==> src/rtl/lpc_tgt_pkg.sv <==
package lpc_tgt_pkg;

  typedef enum logic [3:0] {
    ST_IDLE, ST_CYC, ST_ADDR, ST_WDATA, ST_HTAR,
    ST_SYNCW, ST_SYNCR, ST_RDATA, ST_TTAR
  } lpcState_t;

  typedef enum logic [2:0] {
    DRV_NONE, DRV_WAIT, DRV_READY, DRV_DLO, DRV_DHI, DRV_TURN
  } drvSel_t;

  // strobes from control to datapath
  typedef struct packed {
    logic    addrShift;
    logic    dataLo;
    logic    dataHi;
    logic    rdCapture;
    drvSel_t drvSel;
  } dpCtrl_t;

  localparam logic [3:0] NIB_START = 4'h0;
  localparam logic [3:0] NIB_IORD  = 4'h0;
  localparam logic [3:0] NIB_IOWR  = 4'h2;
  localparam logic [3:0] NIB_WAIT  = 4'h5;
  localparam logic [3:0] NIB_READY = 4'h0;
  localparam logic [3:0] NIB_TURN  = 4'hF;

endpackage

==> src/rtl/lpc_tgt_ctrl.sv <==
module lpc_tgt_ctrl
  import lpc_tgt_pkg::*;
#(
  parameter int WAIT_SYNCS = 1
) (
  input  logic       clk,
  input  logic       rstN,
  input  logic       frameN,
  input  logic [3:0] ladIn,
  input  logic       addrHit,
  output dpCtrl_t    ctl,
  output logic       regWr,
  output logic       regRd
);
  localparam int WCW = (WAIT_SYNCS > 1) ? $clog2(WAIT_SYNCS) : 1;
  localparam logic [WCW-1:0] WAIT_LAST = WCW'(WAIT_SYNCS - 1);

  lpcState_t      state, stateNxt;
  logic [1:0]     nibCnt, cntNxt;
  logic           isWrite, wrNxt;
  logic [WCW-1:0] waitCnt, waitNxt;

  always_comb begin
    stateNxt = state;
    cntNxt   = nibCnt;
    wrNxt    = isWrite;
    waitNxt  = waitCnt;
    ctl      = '0;
    regWr    = 1'b0;
    regRd    = 1'b0;

    unique case (state)
      ST_SYNCW: ctl.drvSel = DRV_WAIT;
      ST_SYNCR: ctl.drvSel = DRV_READY;
      ST_RDATA: ctl.drvSel = nibCnt[0] ? DRV_DHI : DRV_DLO;
      ST_TTAR:  ctl.drvSel = nibCnt[0] ? DRV_NONE : DRV_TURN;
      default:  ctl.drvSel = DRV_NONE;
    endcase

    if (!frameN) begin
      stateNxt = (ladIn == NIB_START) ? ST_CYC : ST_IDLE;
      cntNxt   = 2'd0;
    end else begin
      unique case (state)
        ST_IDLE: ;
        ST_CYC: begin
          cntNxt = 2'd0;
          if (ladIn == NIB_IORD) begin
            wrNxt = 1'b0; stateNxt = ST_ADDR;
          end else if (ladIn == NIB_IOWR) begin
            wrNxt = 1'b1; stateNxt = ST_ADDR;
          end else begin
            stateNxt = ST_IDLE;
          end
        end
        ST_ADDR: begin
          ctl.addrShift = 1'b1;
          cntNxt = nibCnt + 2'd1;
          if (nibCnt == 2'd3) stateNxt = isWrite ? ST_WDATA : ST_HTAR;
        end
        ST_WDATA: begin
          ctl.dataLo = (nibCnt == 2'd0);
          ctl.dataHi = (nibCnt == 2'd1);
          if (nibCnt == 2'd1) begin
            cntNxt = 2'd0; stateNxt = ST_HTAR;
          end else begin
            cntNxt = nibCnt + 2'd1;
          end
        end
        ST_HTAR: begin
          if (nibCnt == 2'd0) begin
            if (!addrHit) stateNxt = ST_IDLE;
            else cntNxt = 2'd1;
          end else begin
            if (isWrite) regWr = 1'b1;
            else begin
              regRd = 1'b1;
              ctl.rdCapture = 1'b1;
            end
            cntNxt   = 2'd0;
            waitNxt  = '0;
            stateNxt = ST_SYNCW;
          end
        end
        ST_SYNCW: begin
          if (waitCnt == WAIT_LAST) stateNxt = ST_SYNCR;
          else waitNxt = waitCnt + 1'b1;
        end
        ST_SYNCR: begin
          cntNxt   = 2'd0;
          stateNxt = isWrite ? ST_TTAR : ST_RDATA;
        end
        ST_RDATA, ST_TTAR: begin
          if (nibCnt == 2'd1) begin
            cntNxt   = 2'd0;
            stateNxt = (state == ST_RDATA) ? ST_TTAR : ST_IDLE;
          end else begin
            cntNxt = nibCnt + 2'd1;
          end
        end
        default: stateNxt = ST_IDLE;
      endcase
    end
  end

  always_ff @(posedge clk or negedge rstN) begin
    if (!rstN) begin
      state   <= ST_IDLE;
      nibCnt  <= 2'd0;
      isWrite <= 1'b0;
      waitCnt <= '0;
    end else begin
      state   <= stateNxt;
      nibCnt  <= cntNxt;
      isWrite <= wrNxt;
      waitCnt <= waitNxt;
    end
  end

  assert_one_strobe_R10: assert property (@(posedge clk) disable iff (!rstN)
    !(regWr && regRd));

  assert_strobe_needs_hit_R4: assert property (@(posedge clk) disable iff (!rstN)
    (regWr || regRd) |-> addrHit);

  assert_abort_release_R9: assert property (@(posedge clk) disable iff (!rstN)
    !frameN |=> (ctl.drvSel == DRV_NONE));

  assert_cyctype_after_start_R2: assert property (@(posedge clk) disable iff (!rstN)
    (state == ST_CYC) |-> ($past(!frameN) && ($past(ladIn) == NIB_START)));

  assert_ready_after_wait_R7: assert property (@(posedge clk) disable iff (!rstN)
    (state == ST_SYNCR) |-> ($past(state) == ST_SYNCW));
endmodule

==> src/rtl/lpc_tgt_datapath.sv <==
module lpc_tgt_datapath
  import lpc_tgt_pkg::*;
#(
  parameter logic [15:0] BASE_ADDR   = 16'h0060,
  parameter int          WINDOW_SIZE = 8
) (
  input  logic        clk,
  input  logic        rstN,
  input  logic [3:0]  ladIn,
  input  dpCtrl_t     ctl,
  input  logic [7:0]  regRdata,
  output logic [15:0] regAddr,
  output logic [7:0]  regWdata,
  output logic        addrHit,
  output logic [3:0]  ladOut,
  output logic        ladOe
);
  localparam logic [16:0] WIN_LO = {1'b0, BASE_ADDR};
  localparam logic [16:0] WIN_HI = WIN_LO + 17'(WINDOW_SIZE);

  logic [15:0] addrReg;
  logic [7:0]  byteReg;

  always_ff @(posedge clk or negedge rstN) begin
    if (!rstN) begin
      addrReg <= '0;
      byteReg <= '0;
    end else begin
      if (ctl.addrShift) addrReg <= {addrReg[11:0], ladIn};
      if (ctl.dataLo)    byteReg[3:0] <= ladIn;
      if (ctl.dataHi)    byteReg[7:4] <= ladIn;
      if (ctl.rdCapture) byteReg <= regRdata;
    end
  end

  assign addrHit  = ({1'b0, addrReg} >= WIN_LO) && ({1'b0, addrReg} < WIN_HI);
  assign regAddr  = addrReg;
  assign regWdata = byteReg;

  always_comb begin
    ladOe  = 1'b1;
    unique case (ctl.drvSel)
      DRV_WAIT:  ladOut = NIB_WAIT;
      DRV_READY: ladOut = NIB_READY;
      DRV_DLO:   ladOut = byteReg[3:0];
      DRV_DHI:   ladOut = byteReg[7:4];
      DRV_TURN:  ladOut = NIB_TURN;
      default: begin
        ladOut = NIB_TURN;
        ladOe  = 1'b0;
      end
    endcase
  end

  assert_turn_then_release_R8: assert property (@(posedge clk) disable iff (!rstN)
    (ctl.drvSel == DRV_TURN) |=> !ladOe);

  assert_data_after_ready_R6: assert property (@(posedge clk) disable iff (!rstN)
    (ctl.drvSel == DRV_DLO) |-> ($past(ctl.drvSel) == DRV_READY));
endmodule

==> src/rtl/lpc_io_target.sv <==
module lpc_io_target
  import lpc_tgt_pkg::*;
#(
  parameter logic [15:0] BASE_ADDR   = 16'h0060,
  parameter int          WINDOW_SIZE = 8,
  parameter int          WAIT_SYNCS  = 1
) (
  input  logic        clk,
  input  logic        rstN,
  input  logic        frameN,
  input  logic [3:0]  ladIn,
  output logic [3:0]  ladOut,
  output logic        ladOe,
  output logic [15:0] regAddr,
  output logic [7:0]  regWdata,
  output logic        regWr,
  output logic        regRd,
  input  logic [7:0]  regRdata
);
  dpCtrl_t ctl;
  logic    addrHit;

  lpc_tgt_ctrl #(.WAIT_SYNCS(WAIT_SYNCS)) uCtrl (
    .clk(clk), .rstN(rstN), .frameN(frameN), .ladIn(ladIn),
    .addrHit(addrHit), .ctl(ctl), .regWr(regWr), .regRd(regRd)
  );

  lpc_tgt_datapath #(.BASE_ADDR(BASE_ADDR), .WINDOW_SIZE(WINDOW_SIZE)) uDp (
    .clk(clk), .rstN(rstN), .ladIn(ladIn), .ctl(ctl), .regRdata(regRdata),
    .regAddr(regAddr), .regWdata(regWdata), .addrHit(addrHit),
    .ladOut(ladOut), .ladOe(ladOe)
  );

  assert_reset_quiet_R1: assert property (@(posedge clk) disable iff (!rstN)
    !$past(rstN) |-> (!ladOe && !regWr && !regRd));
endmodule

==> config.mk <==
export PLATFORM = sky130hd
export DESIGN_NAME = lpc_io_target
export DESIGN_NICKNAME = d
export VERILOG_FILES = /design/src/rtl/lpc_tgt_pkg.sv /design/src/rtl/lpc_tgt_ctrl.sv /design/src/rtl/lpc_tgt_datapath.sv /design/src/rtl/lpc_io_target.sv
export SDC_FILE = /design/constraint.sdc
export NUM_CORES = 1
export LEC_CHECK = 0
export CAP_MARGIN = 20
export CORE_ASPECT_RATIO = 1.75
export CORE_UTILIZATION = 62
export CTS_CLUSTER_DIAMETER = 60
export DETAILED_ROUTE_END_ITERATION = 10
export DONT_BUFFER_PORTS = 1
export GPL_ROUTABILITY_DRIVEN = 0
export PLACE_DENSITY_LB_ADDON = 0.15
export REMOVE_ABC_BUFFERS = 1
export SKIP_LAST_GASP = 1
export SLEW_MARGIN = 20
export SYNTH_ARGS = -nofsm -noshare
export SYNTH_HDL_FRONTEND = slang
export SYNTH_SLANG_ARGS = --single-unit
export TNS_END_PERCENT = 50
==> constraint.sdc <==
create_clock -name clk -period 3.3 [get_ports clk]
set_input_delay 0.66 -clock clk [delete_from_list [all_inputs] [get_ports clk]]
set_output_delay 0.66 -clock clk [all_outputs]
set_load 0.05 [all_outputs]
# Word level (Yosys, flattened, before mapping)

Index checks and enable logic that the tools add are counted.

Add/subtract/negate cells: 2
$mul: 0
Div/mod/pow operators: 0
$lt $le $gt $ge: 2
Eq/ne operators: 25
Shift operators: 0
Muxes and demuxes: 43
Bitwise logic cells: 0
Reductions and logical operators: 16

Operators with widths:

| operator                                                                       | count |
|---|---|
| 4-bit two-way mux                                                              | 13 |
| 4-bit case mux with 8 select lines                                             | 1 |
| 4-bit by 3-bit equality test with 1-bit output (second input constant)         | 4 |
| 16-bit by 7-bit >= comparator with 1-bit output (second input constant)        | 1 |
| 16-bit by 7-bit less-than comparator with 1-bit output (second input constant) | 1 |
| 4-bit case mux with 4 select lines                                             | 1 |
| 1-bit two-way mux                                                              | 15 |
| 4-bit by 2-bit equality test with 1-bit output (second input constant)         | 3 |
| 2-bit two-way mux                                                              | 6 |
| 3-bit case mux with 4 select lines                                             | 1 |
| 3-bit two-way mux                                                              | 3 |
| 3-bit by 2-bit inequality test with 1-bit output (second input constant)       | 3 |
| 4-bit zero test                                                                | 2 |
| 8-bit two-way mux                                                              | 1 |
| 2-bit case mux with 4 select lines                                             | 1 |
| 2-bit nonzero test                                                             | 4 |
| 3-bit by 2-bit equality test with 1-bit output (second input constant)         | 2 |
| 3-bit equality test (second input constant)                                    | 2 |
| 3-bit AND reduction                                                            | 2 |
| 6-bit AND reduction                                                            | 1 |
| 5-bit by 3-bit inequality test with 1-bit output (second input constant)       | 1 |
| 5-bit OR reduction                                                             | 1 |
| 4-bit by 1-bit equality test with 1-bit output (second input constant)         | 1 |
| 4-bit equality test (second input constant)                                    | 1 |
| other kinds (15)                                                               | 17 |

Flip-flop bits (word level): 32
Latch bits: 0
Bits in writable memories: 0
Bits in read-only memories: 0
Word-level logic and storage cells: 95
Memories kept: 0

# Logic depth before layout (Yosys ltp)

Gate-level depths: netlist of run 1.

Depth in word-level cells: 6
Gate-level depth with buffers: 7
Depth with buffers taken out: 6

# By module

From an unflattened synthesis of run 1, not the netlist that was laid out.

Cells, all modules: 185
Area total of the unflattened synthesis: 1880.6 µm²

By module, submodules not included:

| module           | times used | cells each | area an instance (µm²) | seq. area each (µm²) |
|---|---|---|---|---|
| lpc_tgt_datapath | 1          | 87         | 1096.1                 | 600.6 |
| lpc_tgt_ctrl     | 1          | 98         | 784.5                  | 175.2 |

# Worst setup path after synthesis of run 1

OpenSTA, ideal clock, no wires.

Path type: flip-flop to output port
From: register uCtrl.state[0]
To: output port ladOut[1]
Data arrival time: 2903 ps
Slack: -263 ps
Cell stages (with the launch flop): 6
Cells stage by stage: dfrtp_1 > buf_6 > clkbuf_1 > clkbuf_1 > nand2_1 > o311ai_0

Word-level cells in the longest chain between the ends: 4
Elaborated cells between the ends (all ways): 10

Ends and longest elaborated chain:

| item                                                                                         | line                   | text |
|---|---|---|
| start: declaration                                                                           | lpc_tgt_ctrl.sv:18     | `lpcState_t state, stateNxt;` |
| start signal: assignment                                                                     | lpc_tgt_ctrl.sv:113    | `state <= stateNxt;` |
| 4-bit equality test / 4-bit by 3-bit equality test with 1-bit output (equally long branches) | lpc_tgt_ctrl.sv:32     | `unique case (state)` |
| 3-bit case mux with 4 select lines (*)                                                       | lpc_tgt_ctrl.sv:32     |  |
| 3-bit equality test (tied with other cells)                                                  | lpc_tgt_datapath.sv:42 | `unique case (ctl.drvSel)` |
| 4-bit case mux with 4 select lines (*)                                                       | lpc_tgt_datapath.sv:42 |  |
| end: declaration                                                                             | lpc_io_target.sv:12    | `output logic [3:0] ladOut,` |

Mark *: on every way between the ends. The rest lies on a longest branch, timed or not.

# Worst setup path in the final report of run 1

From: register uCtrl.state[0]
To: output port regRd

Word-level cells in the longest chain between the ends: 3

Ends and longest elaborated chain:

| item                                           | line                | text |
|---|---|---|
| 4-bit by 3-bit equality test with 1-bit output | lpc_tgt_ctrl.sv:44  | `unique case (state)` |
| 1-bit two-way mux                              | lpc_tgt_ctrl.sv:44  |  |
| 1-bit two-way mux                              | lpc_tgt_ctrl.sv:40  | `if (!frameN) begin` |
| end: declaration                               | lpc_io_target.sv:17 | `output logic regRd,` |

Every way passes these cells.

==> metrics.md, run 1 <==
| Metric | Value |
|---|---|
| Run status | `finished clean` |
| Fin crit share | `83.5%` |
| Fill cell count | `205` |
| Fin nets | `199` |
| Unrepaired setup endpoints after global routing | `no` |
| Most frequent cells after synthesis | `dfrtp_1, mux2_2, nand2_1, o21ai_0, mux2i_1` |
| Power density cells | `511 mW/mm2` |
| Dominant cell type by area after synthesis | `dfrtp_1` |
| Vias in the first global route | `1,358` |
| 1st-iter DRT viols | `39` |
| Vias per cell | `6.59` |
| Psw | `0.000321 W` |
| Total grt overflow | `0` |
| Overall Power | `0.00102 W` |
| Tmin final | `2.76 ns` |
| H-tree depth | `2` |
| IO buf count | `0` |
| Share of layout cells above drive strength 1 | `21.5%` |
| Final Hold Vio Count | `0` |
| Final core utilization | `72.6%` |
| Rel. slew slack | `47.1%` |
| Final WL | `3970 um` |
| Dpl cell area | `0.00188 mm2` |
| Logic gate share of total power | `10.0%` |
| Fmax | `363 MHz` |
| Die W | `43.2 um` |
| Clock net sink count | `31` |
| Worst endpoint required time | `2.64 ns` |
| Count leader, synth | `dfrtp_1` |
| CTS tree | `yes` |
| Crit end category | `primary output` |
| Sequential area share after synthesis | `42.2%` |
| Starting density of the core | `66.8%` |
| Largest net degree at the start of global routing | `32` |
| Die Span Y | `74.1 um` |
| DRC | `0` |
| # rows | `25` |
| Internal power | `0.000700 W` |
| Max-slew violation count | `0` |
| Setup CP Type | `reg2out` |
| Core outline area | `0.00275 mm2` |
| CTS Hold Bufs | `0` |
| Cell Chain, Critical Path | `or4b_4, nor4_4, buf_4` |
| Clock buffer depth | `2` |
| Synthesized cell area | `0.00184 mm2` |
| Post-synth ARST share | `100%` |
| Resized cells post-CTS | `0` |
| Clk Latency, worst-skew pair | `0.28 ns` |
| Cells after Synth | `179` |
| Clock Skews | `0.00965 ns` |
| Slew @ Worst Pin | `0.793 ns` |
| Vias | `1,370` |
| Worst Path Max Fanout | `28` |
| Top post-synthesis cells by area | `dfrtp_1, mux2_2, mux2i_1` |
| Die footprint | `0.00320 mm2` |
| Cells after DPL | `200` |
| Hold crit path type | `in2async` |
| Syn_area_per_cell | `10.3 um2` |
| I/O pins | `46` |
| Sw Share | `31.5%` |
| TritonCTS buffer count | `5` |
| Slowest stage delay, CP | `0.68 ns` |
| Post-CTS Repair Setup Buffers | `0` |
| Synth unique cells | `41` |
| Fin area | `0.00200 mm2` |
| Detail Route Antenna Nets | `0` |
| Wire per inst | `19.1 um` |
| Number of synthesized register bits | `31` |
| Setup violations, final | `0` |
| Crit-path slowest cell | `or4b_4` |
| Crit path launch type | `flop` |
| VDD IR max | `0.000636 V` |
| Root buf cell | `clkbuf_8` |
| Area occupied by multi-input gates | `0.00100 mm2` |
| Clock-pin slew on the worst setup and hold paths | `0.07 ns` |
| Initial antenna violation count | `0` |
| Sequential share of power | `52.3%` |
| P&R area growth vs syn | `8.71%` |
| WP buf/inv | `1` |
| Sequential Area | `776 um2` |
| Pleak | `0.903 nW` |
| N_diodes | `0` |
| Clock share of power | `37.7%` |
| Final HPWL DP | `2760 um` |
| Top-area cell type share of the netlist area | `42.2%` |
| Max_cap viols | `0` |
| YS warnings | `0` |
| Crit path DAT | `2.10 ns` |
| Delay-heaviest family, CP | `simple AND/OR/NAND/NOR gates` |
| EDFF count, synth | `0` |
| GRT Overall Usage | `27.0%` |
| Fin cells | `208` |
| Top_reg_cell synth | `dfrtp_1` |
| TritonRoute pass-1 iters | `4` |
| First-pass GRT wire length | `6380 um` |
-- final timing paths --
kind,depth (start not counted),to,start,slack [ns]
hold reg to reg,2,uCtrl.nibCnt[1]$_DFFE_PN0P_,uCtrl.nibCnt[1]$_DFFE_PN0P_,0.63
hold / removal,0,uCtrl.nibCnt[0]$_DFFE_PN0P_,rstN,0.06
max in group asynchronous,0,uDp.regAddr[15]$_DFFE_PN0P_,rstN,3.14
min in group clk,2,uDp.regWdata[0]$_DFFE_PN0P_,regRdata[0],0.50
setup / recovery,3,regRd,uCtrl.state[0]$_DFFE_PN0P_,0.54
setup reg to reg,4,uCtrl.state[3]$_DFFE_PN0P_,uCtrl.state[0]$_DFFE_PN0P_,0.80
-- state kept, by name, summed over array words and instances (netlist names) --
name           count
uCtrl.nibCnt       2
uDp.regAddr       16
uCtrl.state        4
uDp.regWdata       8
uCtrl.isWrite      1
-- per-layer routing --
layer	global-route usage, %	vias to the layer above	part of all wire [%]
met2	46.6	46	55
li1	-	652	-
met5	0	-	0
met3	7.04	11	4.5
met1	29.9	661	38
met4	14.5	0	2.5
-- power by group through the flow --
stage | clock [W] | sequential (W) | combinational, W
after floorplan | 0 | 0.000527 | 0.0000795
after global placement | 0 | 0.000538 | 0.0000975
after detailed placement | 0 | 0.000540 | 0.000100
after CTS | 0.000390 | 0.000533 | 0.000103
after global routing | 0.000405 | 0.000538 | 0.000114
final | 0.000385 | 0.000534 | 0.000103
-- metrics by stage --
step           setup slack, ns  hold WS [ns]  setup TNS [ns]
4_1_cts                  0.561        0.0576               0
3_3_place_gp             0.885         0.365               0
6_report                 0.543        0.0608               0
3_5_place_dp             0.833         0.365               0
2_1_floorplan          -0.0195         0.364         -0.0331
5_1_grt                  0.430        0.0478               0
-- logic make-up after synthesis --
family | share of synthesized area (%)
buffers and inverters | 4.42
xor gates and xnor gates | 0.476
and+or+nand+nor | 18.1
adders and majority gates | 2.72
AOI/OAI and AO/OA | 11.5
muxes | 20.6
DFF | 42.2
-- cell type report --
type | instances | area share (%)
clock buffers | 6 | 4.13
well taps | 27 | 1.69
inverters | 8 | 1.50
flip-flops and latches | 31 | 38.8
multi-input cells | 129 | 50.3
clock inverters | 2 | 1.75
repair buffers | 5 | 1.88
-- layout by cell type, fill, tap and decap left out, types with 2 or more instances in the layout --
cell type	instances
dfrtp_1	31
mux2_2	19
nand2_1	15
o21ai_0	12
mux2i_1	12
inv_1	8
nand3_1	7
clkbuf_8	6
nor2_1	5
a21oi_1	5
buf_4	5
nor2b_1	4
nor3_1	4
mux2_1	4
ha_1	4
o31ai_1	3
nor3b_1	3
nand4_1	3
nor4_2	2
nand2b_1	2
or3_1	2
o21bai_1	2
a2111oi_0	2
(Power assumes the default switching activity.)
==> run 2, diff against run 1 <==
Settings changed: ABC_AREA set to 1.
Clock period 3.3 ns to 2.78 ns, I/O delays scaled along.
==> metrics.md, run 2 <==
| Metric | Value |
|---|---|
| Fin crit share | `84.1%` |
| DRC | `2 (+2)` |
| Synth Area in Adders | `2.66% (-0.063 points)` |
| VDD IR max | `0.000439 V (-31%)` |
| Slew @ Worst Pin | `0.555 ns (-0.238 ns)` |
| Setup CP Type | `reg2out` |
| Die Span Y | `74.9 um (+1.2%)` |
| Fin area | `0.00207 mm2 (+3.6%)` |
| Die W | `43.7 um (+1.1%)` |
| Detail Route Antenna Nets | `0 (unchanged)` |
| EDFF count, synth | `0 (unchanged)` |
| Delay-heaviest family, CP | `flip-flops` |
| Slowest stage delay, CP | `0.54 ns (-0.14 ns)` |
| Simple-gate share of the synthesized area | `40.4% (+22 points)` |
| Resized cells post-CTS | `0 (unchanged)` |
| Final HPWL DP | `3380 um (+22%)` |
| Top_reg_cell synth | `dfrtp_1` |
| Unrepaired setup endpoints after global routing | `no` |
| Xor/xnor share of the synthesized area | `0% (-0.48 points)` |
| Count leader, synth | `nand2_1` |
| Cells after Synth | `260 (+45%)` |
| Vias per cell | `5.62 (-15%)` |
| Crit end category | `primary output` |
| CTS tree | `yes` |
| Top-area cell type share of the netlist area | `41.2% (-0.98 points)` |
| N_diodes | `0 (unchanged)` |
| H-tree depth | `2 (unchanged)` |
| Synthesized cell area | `0.00188 mm2 (+2.4%)` |
| Worst Slack Setup Final | `0.442 ns (-0.101 ns)` |
| Crit-path slowest cell | `dfrtp_1` |
| Clock Skews | `0.00621 ns (-0.00345 ns)` |
| # rows | `26 (+4.0%)` |
| Sequential area share after synthesis | `41.2% (-0.98 points)` |
| Worst endpoint required time | `2.22 ns (-0.42 ns)` |
| Rel. slew slack | `63.0% (+16 points)` |
| Pleak | `1.10 nW (+22%)` |
| Clock net sink count | `31 (unchanged)` |
| Synth unique cells | `27 (-34%)` |
| Final Hold Vio Count | `0 (unchanged)` |
| Syn_area_per_cell | `7.24 um2 (-30%)` |
| Place WS | `0.777 ns (-0.0554 ns)` |
| Post-synth ARST share | `100% (unchanged)` |
| Cell Chain, Critical Path | `nand2_1, inv_1, nand2_2, inv_1, nand2_1, o2111ai_1, buf_4` |
| Most frequent cells after synthesis | `nand2_1, dfrtp_1, nand3_1, inv_1, nor2_1` |
| Failing checks | `DRC` |
| Most frequent cells in the layout | `nand2_1, dfrtp_1, nand3_1` |
| First-pass GRT wire length | `6810 um (+6.8%)` |
| Final WL | `4450 um (+12%)` |
| Crit path DAT | `1.78 ns (-0.32 ns)` |
| I/O pins | `46 (unchanged)` |
| Clock buffer depth | `2 (unchanged)` |
| Post-Route Setup TNS | `0 ns (unchanged)` |
| TritonCTS buffer count | `5 (unchanged)` |
| Clock-pin slew on the worst setup and hold paths | `0.07 ns (about the same)` |
| Dominant cell type by area after synthesis | `dfrtp_1` |
| Fin nets | `290 (+46%)` |
| Power density cells | `595 mW/mm2 (+16%)` |
| GRT Overall Usage | `28.8% (+1.8 points)` |
| Core outline area | `0.00290 mm2 (+5.2%)` |
| Mux cell area share after synthesis | `0% (-21 points)` |
| Hold Slack | `0.0909 ns (+0.0301 ns)` |
| Reg2reg setup slack | `1.06 ns (+0.26 ns)` |
| YS warnings | `0 (unchanged)` |
| Tmin final | `2.34 ns` |
| Vias in the first global route | `1,558 (+15%)` |
| Die footprint | `0.00327 mm2 (+2.3%)` |
| Vias | `1,685 (+23%)` |
| Max-slew violation count | `0 (unchanged)` |
| Hold crit path type | `in2async` |
| Root buf cell | `clkbuf_8` |
| Starting density of the core | `65.0% (-1.8 points)` |
| Number of synthesized register bits | `31 (unchanged)` |
| Largest family of logic cells by synthesized area | `simple AND/OR/NAND/NOR gates` |
| Dpl cell area | `0.00193 mm2 (+2.7%)` |
| Max_cap viols | `0 (unchanged)` |
| Commonest non-fill, non-tap cell in the layout | `nand2_1` |
| Wire per inst | `14.8 um (-22%)` |
| 1st-iter DRT viols | `48 (+23%)` |
| Run status | `finished, violations left` |
| WP buf/inv | `3 (+2)` |
| TritonRoute pass-1 iters | `7 (+3)` |
| Share of layout cells above drive strength 1 | `15.8% (-5.7 points)` |
| Compound-gate portion of the synthesized area | `8.24% (-3.3 points)` |
| Largest net degree at the start of global routing | `32 (unchanged)` |
| Clk Latency, worst-skew pair | `0.28 ns (about the same)` |
| Fmax | `428 MHz` |
| Setup violations, final | `0 (unchanged)` |
| P&R area growth vs syn | `9.97%` |
| IO buf count | `0 (unchanged)` |
| Initial antenna violation count | `0 (unchanged)` |
| Top post-synthesis cells by area | `dfrtp_1, nand2_1, nand3_1` |
| Max reg flops | `16 (unchanged)` |
| Total grt overflow | `0 (unchanged)` |
| Crit path launch type | `flop` |
| Worst Path Max Fanout | `9 (-68%)` |
run 2: cell types whose count changed after synthesis, sizes merged, moves of 4 or more:
cell	before	now
nor2b	4	0
nand2	15	115
nor2	5	26
nand3	7	24
clkbuf	8	0
inv	8	27
mux2i	12	0
mux2	23	0
run 2: final cells by class:
type | count | area, um2
Clock buffer | 6 | 82.6
Fill cell | 252 | 825
Tap cell | 28 | 35.0
Inverter | 27 | 104
Timing Repair Buffer | 8 | 72.6
Multi-Input combinational cell | 198 | 966
Clock inverter | 2 | 35.0
Sequential cell | 31 | 776
run 2: routing by layer:
metal / vias to the layer above / share of wire [%] / GRT usage (%) / wire length, um
li1: 842 / - / - / -
met1: 766 / 35 / 28.0 / 1570
met2: 62 / 54 / 53.1 / 2390
met3: 15 / 7.3 / 7.43 / 326
met4: 0 / 3.6 / 17.0 / 159
met5: - / 0 / 0 / 0
run 2: final timing paths:
check,cells after the start,to,start
max in group asynchronous,1,uDp.regAddr[4]$_DFFE_PN0P_,rstN
min in group clk,2,uDp.regAddr[2]$_DFFE_PN0P_,ladIn[2]
hold / removal,1,uDp.regWdata[0]$_DFFE_PN0P_,rstN
setup reg to reg,9,uCtrl.state[2]$_DFFE_PN0P_,uCtrl.state[3]$_DFFE_PN0P_
setup / recovery,7,ladOut[0],uCtrl.state[0]$_DFFE_PN0P_
hold reg to reg,2,uCtrl.state[3]$_DFFE_PN0P_,uCtrl.state[3]$_DFFE_PN0P_
run 2: cells by family (layout without fill, tap and decap cells):
| group | Yosys count | after routing |
|---|---|---|
| fa+ha+maj | 4 | 4 |
| compound gates | 21 | 21 |
| simple gates | 173 | 173 |
| buf+inv | 31 | 43 |
| flops | 31 | 31 |
run 2: what timing repair did:
item,4_1_cts,5_1_grt
setup buffers,0,0
hold endpoints to repair,31,0
hold buffers,1,0
run 2: per-stage QoR:
stage / power, W / cells / util [%]
floorplan: 0.000737 / 256 / -
global placement: 0.000765 / 291 / 66.8
detailed placement: 0.000768 / 291 / 66.8
CTS: 0.00124 / 300 / 71.5
global route: 0.00127 / 300 / 71.5
finish: 0.00123 / 300 / 71.5
run 2: report_power, final:
part / internal (W) / total [W] / leakage, nW / switching [W]
Clock: 0.000290 / 0.000459 / 0.0612 / 0.000169
Combinational: 0.0000421 / 0.000125 / 0.649 / 0.0000824
Sequential: 0.000489 / 0.000648 / 0.395 / 0.000159
Total: 0.000821 / 0.00123 / 1.10 / 0.000411
==> run 3, diff against run 2 <==
Clock period 2.78 ns to 2.45 ns, I/O delays scaled along.
==> metrics.md, run 3 (synthesis gave the netlist of run 2 again) <==
| Metric | Value |
|---|---|
| Worst Path Max Fanout | `6 (-3)` |
| Fmax | `442 MHz` |
| GRT Overall Usage | `29.1% (+0.28 points)` |
| Worst Slack Setup Final | `0.187 ns (-0.256 ns)` |
| Global Route met3 Usage | `8.39% (+0.96 points)` |
| Slew @ Worst Pin | `0.545 ns (-0.00983 ns)` |
| Die W | `43.7 um (unchanged)` |
| Met1 usage | `28.1% (+0.11 points)` |
| Root buf cell | `clkbuf_8` |
| Setup violations, final | `0 (unchanged)` |
| N_diodes | `0 (unchanged)` |
| Max-slew violation count | `0 (unchanged)` |
| Max reg flops | `16 (unchanged)` |
| Die footprint | `0.00327 mm2 (unchanged)` |
| Commonest non-fill, non-tap cell in the layout | `nand2_1` |
| Rel. slew slack | `63.6% (+0.66 points)` |
| Total grt overflow | `0 (unchanged)` |
| Final WL | `4390 um (-1.1%)` |
| Tmin final | `2.26 ns` |
| Clock share of power | `36.9% (-0.4 points)` |
| VDD IR max | `0.000435 V (-0.84%)` |
| Final Hold Vio Count | `0 (unchanged)` |
| Grt peak-use layer | `met2` |
| Place WS | `0.498 ns (-0.280 ns)` |
| Overall Power | `0.00140 W (+14%)` |
| CTS tree | `yes` |
| Crit path launch type | `flop` |
| Pleak | `1.13 nW (+2.7%)` |
| Crit end category | `primary output` |
| Clock-pin slew on the worst setup and hold paths | `0.07 ns (about the same)` |
| Fin nets | `296 (+2.1%)` |
| Area occupied by multi-input gates | `966 um2 (unchanged)` |
| Starting density of the core | `65.0% (unchanged)` |
| Unrepaired setup endpoints after global routing | `no` |
| Psw | `0.000463 W (+13%)` |
| Detail Route Antenna Nets | `0 (unchanged)` |
| H-tree depth | `2 (unchanged)` |
| Die Span Y | `74.9 um (unchanged)` |
| Final HPWL DP | `3390 um (+0.35%)` |
| Hold crit path type | `in2async` |
| P&R area growth vs syn | `12.4%` |
| Fin crit share | `92.4%` |
| DRC | `2 (unchanged)` |
| Clock Skews | `0.00636 ns (+0.000157 ns)` |
| Dpl cell area | `0.00198 mm2 (+2.3%)` |
| Run status | `finished, violations left` |
| I/O pins | `46 (unchanged)` |
| First-pass GRT wire length | `6860 um (+0.70%)` |
| Failing checks | `DRC` |
| Clock buffer depth | `2 (unchanged)` |
| Vias | `1,725 (+2.4%)` |
| Largest net degree at the start of global routing | `32 (unchanged)` |
| Worst endpoint required time | `1.96 ns (-0.26 ns)` |
| Setup CP Type | `reg2out` |
| Fill cell count | `241 (-4.4%)` |
| TritonRoute pass-1 iters | `7 (unchanged)` |
| TritonCTS buffer count | `5 (unchanged)` |
| Clock net sink count | `31 (unchanged)` |
| Routing usage on met2 | `54.2% (+1.2 points)` |
| Sw Share | `33.0% (-0.35 points)` |
| Wire per inst | `14.4 um (-3.1%)` |
| Core outline area | `0.00290 mm2 (unchanged)` |
| IO buf count | `0 (unchanged)` |
| Reg2Reg Depth | `8 (-1)` |
| Sequential share of power | `50.5% (-2.1 points)` |
| Fin cells | `306 (+2.0%)` |
| Cells after DPL | `297 (+2.1%)` |
| Post-Route Setup TNS | `0 ns (unchanged)` |
| Logic gate share of total power | `12.6% (+2.5 points)` |
| # rows | `26 (unchanged)` |
| 1st-iter DRT viols | `64 (+33%)` |
| Crit path DAT | `1.77 ns (about the same)` |
| Clk Latency, worst-skew pair | `0.28 ns (about the same)` |
| Vias per cell | `5.64 (+0.37%)` |
| Power density cells | `663 mW/mm2 (+12%)` |
| Most frequent cells in the layout | `nand2_1, dfrtp_1, nand3_1` |
| Max_cap viols | `0 (unchanged)` |
| Fin area | `0.00212 mm2 (+2.2%)` |
| Initial antenna violation count | `0 (unchanged)` |
| Vias in the first global route | `1,547 (-0.71%)` |
| Sequential Area | `776 um2 (unchanged)` |
| Share of layout cells above drive strength 1 | `17.6% (+1.8 points)` |
| Internal power | `0.000940 W (+15%)` |
run 3: cell count changes in the layout (fill, tap and decap cells not counted):
cell	change
buf_4	+6
run 3: metrics by stage:
| step | util [%] | hold slack (ns) |
|---|---|---|
| floorplan | - | 0.194 |
| CTS | 73.1 | 0.0278 |
| global placement | 68.3 | 0.195 |
| finish | 73.1 | 0.0245 |
| detailed placement | 68.3 | 0.195 |
| global route | 73.1 | 0.0332 |
run 3: worst max-delay path: stages, from the launching register on:
cell and delay (ns):
dfrtp_1 0.45, inv_1 0.12, ha_1 0.24, inv_1 0.15, nand2_1 0.13, nor3_1 0.16
buf_4 0.23
run 3: layer usage:
| layer | vias up | wire [um] |
|---|---|---|
| met3 | 13 | 281 |
| met4 | 0 | 135 |
| li1 | 857 | - |
| met1 | 790 | 1580 |
| met5 | - | 0 |
| met2 | 65 | 2400 |
run 3: cell type report:
cell class,instances,share of cell area [%]
repair buffers,14,5.56
flip-flops and latches,31,36.7
well taps,28,1.66
multi-input cells,198,45.7
inverters,27,4.91
clock buffers,6,3.90
clock inverters,2,1.66
run 3: repair_timing:
| item | in CTS | in global routing |
|---|---|---|
| hold buffers | 1 | 0 |
| buffers inserted | 0 | 0 |
| gates resized for setup | 0 | 0 |
| hold endpoints to repair | 31 | 0 |
run 3: final timing paths:
check                                               to                        start  slack [ns]
setup / recovery                                 regRd  uCtrl.nibCnt[0]$_DFFE_PN0P_        0.19
hold / removal             uDp.regWdata[0]$_DFFE_PN0P_                         rstN        0.02
setup reg to reg           uDp.regWdata[3]$_DFFE_PN0P_  uCtrl.nibCnt[0]$_DFFE_PN0P_        0.70
hold reg to reg            uCtrl.nibCnt[1]$_DFFE_PN0P_  uCtrl.nibCnt[1]$_DFFE_PN0P_        0.56
max in group asynchronous  uDp.regAddr[11]$_DFFE_PN0P_                         rstN        2.26
min in group clk            uDp.regAddr[2]$_DFFE_PN0P_                     ladIn[2]        0.32
run 3: power by group through the flow:
stage	registers, W	clock network, W	logic, W
5_1_grt	0.000715	0.000543	0.000199
2_1_floorplan	0.000734	0	0.000102
3_5_place_dp	0.000718	0	0.000163
4_1_cts	0.000708	0.000528	0.000178
3_3_place_gp	0.000717	0	0.000161
6_report	0.000709	0.000518	0.000176
